**src/rtl/alu_cc_pkg.sv**
```systemverilog
package alu_cc_pkg;
  localparam int unsigned DATA_W = 32;
  localparam int unsigned IMM_W  = 13;
  localparam int unsigned OP_W   = 4;

  typedef enum logic [OP_W-1:0] {
    OP_ADD  = 4'd0,  OP_ADDC = 4'd1,  OP_SUB  = 4'd2,  OP_SUBC = 4'd3,
    OP_AND  = 4'd4,  OP_ANDN = 4'd5,  OP_OR   = 4'd6,  OP_ORN  = 4'd7,
    OP_XOR  = 4'd8,  OP_XNOR = 4'd9,  OP_SLL  = 4'd10, OP_SRL  = 4'd11,
    OP_SRA  = 4'd12, OP_RDY  = 4'd13, OP_WRY  = 4'd14, OP_RSV  = 4'd15
  } alu_op_e;

  typedef struct packed {
    logic n;
    logic z;
    logic v;
    logic c;
  } cc_t;
endpackage

```
**src/rtl/alu_addsub.sv**
```systemverilog
module alu_addsub #(
  parameter int unsigned W = 32
) (
  input  logic [W-1:0] a,
  input  logic [W-1:0] b,
  input  logic         is_sub,
  input  logic         carry_in,
  output logic [W-1:0] sum,
  output logic         c_flag,
  output logic         v_flag
);
  logic [W-1:0] b_eff;
  logic         cin_eff;
  logic [W:0]   ext;

  always_comb begin
    b_eff   = is_sub ? ~b : b;
    cin_eff = is_sub ? ~carry_in : carry_in;
    ext     = {1'b0, a} + {1'b0, b_eff} + {{W{1'b0}}, cin_eff};
    sum     = ext[W-1:0];
    c_flag  = is_sub ? ~ext[W] : ext[W];
    v_flag  = (a[W-1] == b_eff[W-1]) && (sum[W-1] != a[W-1]);
  end
endmodule

```
**src/rtl/alu_logic.sv**
```systemverilog
module alu_logic #(
  parameter int unsigned W = 32
) (
  input  alu_cc_pkg::alu_op_e op,
  input  logic [W-1:0]        a,
  input  logic [W-1:0]        b,
  output logic [W-1:0]        res
);
  import alu_cc_pkg::*;

  always_comb begin
    unique case (op)
      OP_AND:  res = a & b;
      OP_ANDN: res = a & ~b;
      OP_OR:   res = a | b;
      OP_ORN:  res = a | ~b;
      OP_XOR:  res = a ^ b;
      OP_XNOR: res = ~(a ^ b);
      default: res = '0;
    endcase
  end
endmodule

```
**src/rtl/alu_shifter.sv**
```systemverilog
module alu_shifter #(
  parameter int unsigned W   = 32,
  localparam int unsigned SHW = $clog2(W)
) (
  input  logic [W-1:0]   a,
  input  logic [SHW-1:0] amt,
  input  logic           go_left,
  input  logic           arith,
  output logic [W-1:0]   res
);
  logic [W-1:0] lstg [SHW+1];
  logic [W-1:0] rstg [SHW+1];
  logic         fill;

  assign fill    = arith & a[W-1];
  assign lstg[0] = a;
  assign rstg[0] = a;

  for (genvar s = 0; s < SHW; s++) begin : g_stage
    localparam int unsigned D = 1 << s;
    assign lstg[s+1] = amt[s] ? {lstg[s][W-1-D:0], {D{1'b0}}} : lstg[s];
    assign rstg[s+1] = amt[s] ? {{D{fill}}, rstg[s][W-1:D]}   : rstg[s];
  end

  assign res = go_left ? lstg[SHW] : rstg[SHW];
endmodule

```
**src/rtl/alu_cc_unit.sv**
```systemverilog
module alu_cc_unit #(
  parameter int unsigned W    = 32,
  parameter int unsigned IMMW = 13,
  localparam int unsigned SHW = $clog2(W)
) (
  input  logic            clk,
  input  logic            rst_n,
  input  logic            op_valid,
  input  logic [3:0]      op_sel,
  input  logic            set_cc,
  input  logic            use_imm,
  input  logic [W-1:0]    rs1_val,
  input  logic [W-1:0]    rs2_val,
  input  logic [IMMW-1:0] imm_val,
  output logic [W-1:0]    rd_val,
  output logic            flag_n,
  output logic            flag_z,
  output logic            flag_v,
  output logic            flag_c
);
  import alu_cc_pkg::*;

  // reset: asynchronous assert, release on a clock edge
  logic rst_meta, rst_q;
  always_ff @(posedge clk or negedge rst_n) begin
    if (!rst_n) begin
      rst_meta <= 1'b0;
      rst_q    <= 1'b0;
    end else begin
      rst_meta <= 1'b1;
      rst_q    <= rst_meta;
    end
  end

  alu_op_e      op;
  logic [W-1:0] op2, y_q, y_d;
  cc_t          cc_q, cc_d;
  logic         cc_en, y_en, is_arith, is_logic;

  assign op  = alu_op_e'(op_sel);
  assign op2 = use_imm ? {{(W-IMMW){imm_val[IMMW-1]}}, imm_val} : rs2_val;

  // datapath pieces
  logic [W-1:0] as_sum, lg_res, sh_res;
  logic         as_c, as_v;

  alu_addsub #(.W(W)) u_addsub (
    .a(rs1_val), .b(op2),
    .is_sub(op == OP_SUB || op == OP_SUBC),
    .carry_in((op == OP_ADDC || op == OP_SUBC) & cc_q.c),
    .sum(as_sum), .c_flag(as_c), .v_flag(as_v)
  );

  alu_logic #(.W(W)) u_logic (.op(op), .a(rs1_val), .b(op2), .res(lg_res));

  alu_shifter #(.W(W)) u_shift (
    .a(rs1_val), .amt(op2[SHW-1:0]),
    .go_left(op == OP_SLL), .arith(op == OP_SRA), .res(sh_res)
  );

  // result select
  always_comb begin
    is_arith = 1'b0;
    is_logic = 1'b0;
    unique case (op)
      OP_ADD, OP_ADDC, OP_SUB, OP_SUBC: begin
        rd_val = as_sum; is_arith = 1'b1;
      end
      OP_AND, OP_ANDN, OP_OR, OP_ORN, OP_XOR, OP_XNOR: begin
        rd_val = lg_res; is_logic = 1'b1;
      end
      OP_SLL, OP_SRL, OP_SRA: rd_val = sh_res;
      OP_RDY:                 rd_val = y_q;
      default:                rd_val = '0;
    endcase
  end

  // next state
  always_comb begin
    cc_en  = op_valid & set_cc & (is_arith | is_logic);
    y_en   = op_valid & (op == OP_WRY);
    cc_d.n = rd_val[W-1];
    cc_d.z = (rd_val == '0);
    cc_d.v = is_arith & as_v;
    cc_d.c = is_arith & as_c;
    y_d    = rs1_val ^ op2;
  end

  // state registers
  always_ff @(posedge clk or negedge rst_q) begin
    if (!rst_q) begin
      cc_q <= '0;
      y_q  <= '0;
    end else begin
      if (cc_en) cc_q <= cc_d;
      if (y_en)  y_q  <= y_d;
    end
  end

  assign flag_n = cc_q.n;
  assign flag_z = cc_q.z;
  assign flag_v = cc_q.v;
  assign flag_c = cc_q.c;

  // checks on every cycle
  assert_cc_hold_R8: assert property (@(posedge clk) disable iff (!rst_q)
    !(op_valid && set_cc && op_sel < 4'd10) |=> $stable({flag_n, flag_z, flag_v, flag_c}));

  assert_logic_clr_R7: assert property (@(posedge clk) disable iff (!rst_q)
    (op_valid && set_cc && op_sel >= 4'd4 && op_sel <= 4'd9) |=> (!flag_v && !flag_c));

  assert_zero_flag_R6: assert property (@(posedge clk) disable iff (!rst_q)
    (op_valid && set_cc && op_sel < 4'd10) |=> (flag_z == ($past(rd_val) == '0)));

  assert_y_hold_R10: assert property (@(posedge clk) disable iff (!rst_q)
    !(op_valid && op_sel == 4'd14) |=> $stable(y_q));

  assert_sra_sign_R9: assert property (@(posedge clk) disable iff (!rst_q)
    (op_sel == 4'd12) |-> (rd_val[W-1] == rs1_val[W-1]));

  assert_reserved_R12: assert property (@(posedge clk) disable iff (!rst_q)
    (op_sel == 4'd15) |-> (rd_val == '0));
endmodule

```
**config.mk**
```make
export PLATFORM = sky130hd
export DESIGN_NAME = alu_cc_unit
export DESIGN_NICKNAME = d
export VERILOG_FILES = /design/src/rtl/alu_cc_pkg.sv /design/src/rtl/alu_addsub.sv /design/src/rtl/alu_logic.sv /design/src/rtl/alu_shifter.sv /design/src/rtl/alu_cc_unit.sv
export SDC_FILE = /design/constraint.sdc
export NUM_CORES = 1
export LEC_CHECK = 0
export ABC_AREA = 1
export CAP_MARGIN = 10
export CELL_PAD_IN_SITES_DETAIL_PLACEMENT = 2
export CELL_PAD_IN_SITES_GLOBAL_PLACEMENT = 2
export CORE_UTILIZATION = 36
export DETAILED_ROUTE_END_ITERATION = 8
export DONT_BUFFER_PORTS = 1
export PLACE_DENSITY = 0.95
export SYNTH_ARGS = -nofsm -noshare
export SYNTH_HDL_FRONTEND = slang
export SYNTH_SLANG_ARGS = --single-unit
```
**constraint.sdc**
```tcl
create_clock -name clk -period 9.8 [get_ports clk]
set_input_delay 0.98 -clock clk [delete_from_list [all_inputs] [get_ports clk]]
set_output_delay 0.98 -clock clk [all_outputs]
set_load 0.01 [all_outputs]
```
## After elaboration in Yosys (flattened, before gate mapping)

Index checks and enable logic that the tools add are counted.

- Register bits after elaboration: 38
- Output and inout port bits: 36
- Logic and storage cells: 69

- Add/subtract/negate cells: 2
- Equal/unequal tests: 16
- Muxes and demuxes: 19
- Bitwise gates (word level): 17
- Reduce and logical (&&, ||, !) cells: 8

Operator list:

| kind | count |
|---|---|
| 2-to-1 mux 32 bit | 13 |
| one-hot mux 32 bit (6 select lines) | 1 |
| one-hot mux 32 bit (4 select lines) | 1 |
| AND 32 bit | 2 |
| inverter 32 bit | 2 |
| bitwise OR 32 bit | 2 |
| adder 32 x 32 -> 33 bit | 1 |
| adder 33 x 1 -> 33 bit | 1 |
| zero test 32 bit | 1 |
| XOR 32 bit | 1 |
| equality test 4 bit (second input constant) | 7 |
| equality test 4 x 3 -> 1 bit (second input constant) | 4 |
| equality test 4 x 2 -> 1 bit (second input constant) | 2 |
| AND 1 bit | 7 |
| OR reduction 6 bit | 1 |
| equality test 4 x 1 -> 1 bit (second input constant) | 1 |
| zero test 4 bit | 1 |
| 2-to-1 mux 1 bit | 4 |
| OR reduction 4 bit | 1 |
| OR reduction 3 bit | 1 |
| logical OR 1 bit | 2 |
| inverter 1 bit | 2 |
| equality test 1 bit | 1 |
| logical AND 1 bit | 1 |
| 2 further kinds | 2 |

## Longest topological paths before layout

- Word-level depth: 10
- Depth in mapped cells: 26
- Depth with buffers taken out: 24

## By module

From an unflattened synthesis, not the netlist that was laid out.

- Cell total of the unflattened synthesis: 2,322
- Area total of the unflattened synthesis: 11,608.6 um^2

By module, submodules not included:

| module | instances | cells each | area an instance (um^2) | seq. area each (um^2) |
|---|---|---|---|---|
| alu_shifter | 1 | 701 | 3,311.9 | 0.0 |
| alu_cc_unit | 1 | 542 | 3,136.8 | 950.9 |
| alu_addsub | 1 | 461 | 2,590.0 | 0.0 |
| alu_logic | 1 | 618 | 2,570.0 | 0.0 |

## Worst setup path before layout

No wires, ideal clock.

- Path type: input to output
- Start: input op_sel[3]
- End: output rd_val[30]
- Arrival time: 4,279 ps
- Data required time: 8,820 ps
- Slack: 4,541 ps
- Stages: 22
- Cell sequence: nor2_1 > clkbuf_1 > nand2_1 > buf_1 > xnor2_1 > fa_1 > inv_1 > fa_1 > inv_1 > nand2_1 > o21ai_0 > nand2_1 > nand2_1 > nand2_1 > nand2_1 > nand2_1 > o21ai_0 > nand2_1 > nand2_1 > nor2_1 > nor2_1 > inv_1

- Cells in the longest elaborated chain, start to end: 8
- Elaborated cells on any way between the ends: 33
- Those cells by class: 2 x add/sub; 13 x eq/ne; 9 x mux; 3 x bitwise; 6 x reduce/logical

Ends and longest elaborated chain:

| item | RTL line | source |
|---|---|---|
| from (decl) | alu_cc_unit.sv:9 | `input logic [3:0] op_sel,` |
| parallel branches: the longest is 7 deep, another holds adder 32 x 32 -> 33 bit | n/a |  |
| one-hot mux 32 bit (4 select lines) * | alu_cc_unit.sv:65 | `unique case (op)` |
| to (decl) | alu_cc_unit.sv:15 | `output logic [W-1:0] rd_val,` |

Every way passes the cells marked *.

## Worst setup path in the final report

- Start: input use_imm
- End: output rd_val[30]

- Cells in the longest elaborated chain, start to end: 8
- Elaborated cells on any way between the ends: 24
- Those cells by class: 2 x add/sub; 15 x mux; 7 x bitwise

Ends and longest elaborated chain:

| item | RTL line | source |
|---|---|---|
| from (decl) | alu_cc_unit.sv:11 | `input logic use_imm,` |
| 2-to-1 mux 32 bit * | alu_cc_unit.sv:41 | `assign op2 = use_imm ? {{(W-IMMW){imm_val[IMMW-1]}}, imm_val} : rs2_val;` |
| parallel branches: the longest is 6 deep, another holds adder 32 x 32 -> 33 bit | n/a |  |
| one-hot mux 32 bit (4 select lines) * | alu_cc_unit.sv:65 |  |

Marked as above.

==> results.sh <==
export IMPL_status="finished clean"
export IMPL_setup_viol=0
export IMPL_finalPower_mw=1.26
export IMPL_r2r_slack_ns=5.34
export IMPL_gp_congestion=0.978
export IMPL_fin_worst_skew_ns=0.0143
export IMPL_path_clk_slew_ns=0.07
export IMPL_synth_top_cell_area_share=0.235
export IMPL_p_per_area_nw_per_um2=121
export IMPL_ctsLongestPathBuffers=2
export IMPL_first_iter_violations=1207
export IMPL_synth_edf_count=0
export IMPL_cts_buffers=5
export IMPL_final_cells=2186
export IMPL_holdWs_ns=0.358
export IMPL_period_share=0.635
export IMPL_final_common_cell="nand2_1"
export IMPL_dp_cells=2178
export IMPL_worst_slew_pin_slew_ns=1.21
export IMPL_critPathArrivalTime_ns=5.25
export IMPL_power_frac_clock=0.152
export IMPL_cts_root_buf="clkbuf_16"
export IMPL_num_fill_cells=3723
export IMPL_routedWlPerCell_um=28.1
export IMPL_avgSynthCellArea_um2=5.40
export IMPL_p_int_mw=0.522
export IMPL_reg2reg_from="flag_c"
export IMPL_grt_max_degree=68
export IMPL_viasPerCell=6.58
export IMPL_wl_um=61400
export IMPL_synth_async_reset_ratio=1.00
export IMPL_yosys_warnings=0
export IMPL_dpl_hpwl_um=47000
export IMPL_peakVddDrop_mv=0.0640
export IMPL_fin_tns_setup_ns=0
export IMPL_relSlewSlack=0.195
export IMPL_postLayoutCellArea_um2=10400
export IMPL_syn_to_final_growth_pct=2.36
export IMPL_nets=1927
export IMPL_hold_class="input pin to asynchronous set/reset pin"
export IMPL_ys_flop_type="dfrtp_1"
export IMPL_final_cell_mix="576 x nand2_1, 477 x nand3_1, 132 x inv_1"
export IMPL_cts_tree="yes"
export IMPL_vias=14400
export IMPL_synth_area_leaders="nand3_1 24%, nand2_1 21%, dfrtp_1 9.4%, o21ai_0 5.1%, inv_1 4.9%"
export IMPL_start_util=0.365
export IMPL_grt_usage=0.422
export IMPL_fp_dieH_um=170
export IMPL_leakagePower_nw=5.19
export IMPL_path_max_fanout=39
export IMPL_ys_seq_area_frac=0.0938
export IMPL_ant_nets=0
export IMPL_rsz0062_at_grt="no"
export IMPL_diodes=0
export IMPL_clock_sinks=38
export IMPL_power_switching_mw=0.738
export IMPL_cap_violations=0
export IMPL_startpoint="use_imm"
export IMPL_hold_viol=0
export IMPL_die_area_um2=28800
export IMPL_holdBufCountCts=0
export IMPL_critPathKind="input pin to output pin"
export IMPL_io_buffers=0
export IMPL_drc=0
export IMPL_grt_pass1_wl_um=92300
export IMPL_drive_gt1_frac=0.0448
export IMPL_ys_types=46
export IMPL_synth_area_um2=10100
export IMPL_post_cts_resized=0
export IMPL_htree_levels=2
export IMPL_coreArea_um2=27800
export IMPL_mappedNetlistNets=1998
export IMPL_ios=122
export IMPL_crit_path_start_kind="input pin"
export IMPL_max_freq_mhz=161
export IMPL_cp_data_required_time_ns=8.82
export IMPL_first_pass_iters=5
export IMPL_clk_latency_ns=0.31
export IMPL_p_comb_frac=0.674
export IMPL_layout_min_cycle_time_ns=6.23
export IMPL_synth_seq_cells=38
export IMPL_slew_violations=0
export IMPL_dieWidth_um=170
export IMPL_grt_pass1_vias=15200
export IMPL_grt_overflow_total=0
export IMPL_pwr_share_seq=0.174
export IMPL_switching_share=0.586
export IMPL_antenna_found_initial=0
export IMPL_crit_path_end_kind="output pin"
export IMPL_num_rows=61
export IMPL_synthCells=1878
export IMPL_synth_top_area_cell="nand3_1"
export IMPL_postPlaceCellArea_um2=10200
export IMPL_postCtsSetupRepairBufs=0
-- kinds of logic after synthesis --
group                    after synthesis  synth area share
AO/OA/AOI/OAI                        253             0.138
buffers and inverters                242             0.106
XOR/XNOR                              95            0.0887
AND/OR/NAND/NOR                     1215             0.530
adder cells (fa/ha/maj)               34            0.0434
other                                  1          0.000370
flip-flops                            38            0.0938
-- metal layers --
layer	wire length (um)	vias up	global-route usage	share of wire
met5	0	-	0	0
met2	27500	809	0.680	0.45
met4	3890	0	0.251	0.063
met3	5780	228	0.107	0.094
met1	24300	7198	0.507	0.40
li1	-	6141	-	-
-- state kept, by name, summed over array words and instances, names as in the netlist --
signal / flops
flag_n: 1
flag_v: 1
rst_meta: 1
rst_q: 1
flag_z: 1
flag_c: 1
y_q: 32
-- area by class of cell --
type | instances | area, um2 | area share
Clock buffer | 7 | 143 | 0.0137
Clock inverter | 1 | 5.00 | 0.000482
Inverter | 149 | 569 | 0.0548
Multi-Input combinational cell | 1598 | 8130 | 0.783
Sequential cell | 38 | 952 | 0.0917
Tap cell | 378 | 473 | 0.0456
Timing Repair Buffer | 15 | 113 | 0.0108
-- through the flow --
stage / utilization / setup slack (ns)
3_5_place_dp: 0.368 / 3.77
3_3_place_gp: 0.368 / 4.09
4_1_cts: 0.374 / 3.66
2_1_floorplan: - / 4.54
6_report: 0.374 / 3.57
5_1_grt: 0.374 / 3.34
-- power groups by stage --
stage          logic, mW  registers (mW)  clock network (mW)
3_3_place_gp       0.740           0.215                   0
5_1_grt            0.906           0.222               0.194
3_5_place_dp       0.803           0.221                   0
4_1_cts            0.818           0.218               0.190
2_1_floorplan      0.563           0.208                   0
6_report           0.849           0.220               0.191
-- path summary, 6_finish.rpt --
kind / to / depth (start not counted)
setup / recovery: rd_val[30] / 21
hold / removal: rst_q / 0
setup reg to reg: flag_z / 22
hold reg to reg: rst_q / 0
max in group asynchronous: y_q[2] / 0
min in group clk: rst_q / 0
-- Yosys cell counts, types with 4 or more instances --
cell	instances
nor2_1	90
nand2_4	8
a21oi_1	84
o211ai_1	8
o21ai_1	21
nand2_2	18
nand2_1	578
buf_4	12
xor2_2	9
inv_1	132
nor4_1	4
clkinv_1	7
a31oi_1	4
nand4_1	15
o21bai_1	5
o21ai_0	104
inv_2	8
buf_2	39
clkbuf_1	26
xor2_1	52
xnor2_1	34
dfrtp_1	38
nand3_1	477
buf_6	6
o2111ai_1	9
ha_1	32
buf_1	8
nor3_1	15
-- critical path: stages --
cell	delay, ns
inv_6	0.24
nand2_1	0.11
nand2_2	0.64
buf_4	0.47
xnor2_1	0.24
inv_1	0.14
fa_1	0.45
inv_1	0.12
nand2_1	0.09
o21ai_0	0.36
nand2_1	0.12
nand2_1	0.17
nand2_1	0.08
nand2_1	0.10
nand2_1	0.08
o21ai_0	0.33
nand2_1	0.09
nand2_1	0.07
nor2_1	0.05
nor2_1	0.16
inv_1	0.10
Power figures use the tool's default switching activity.
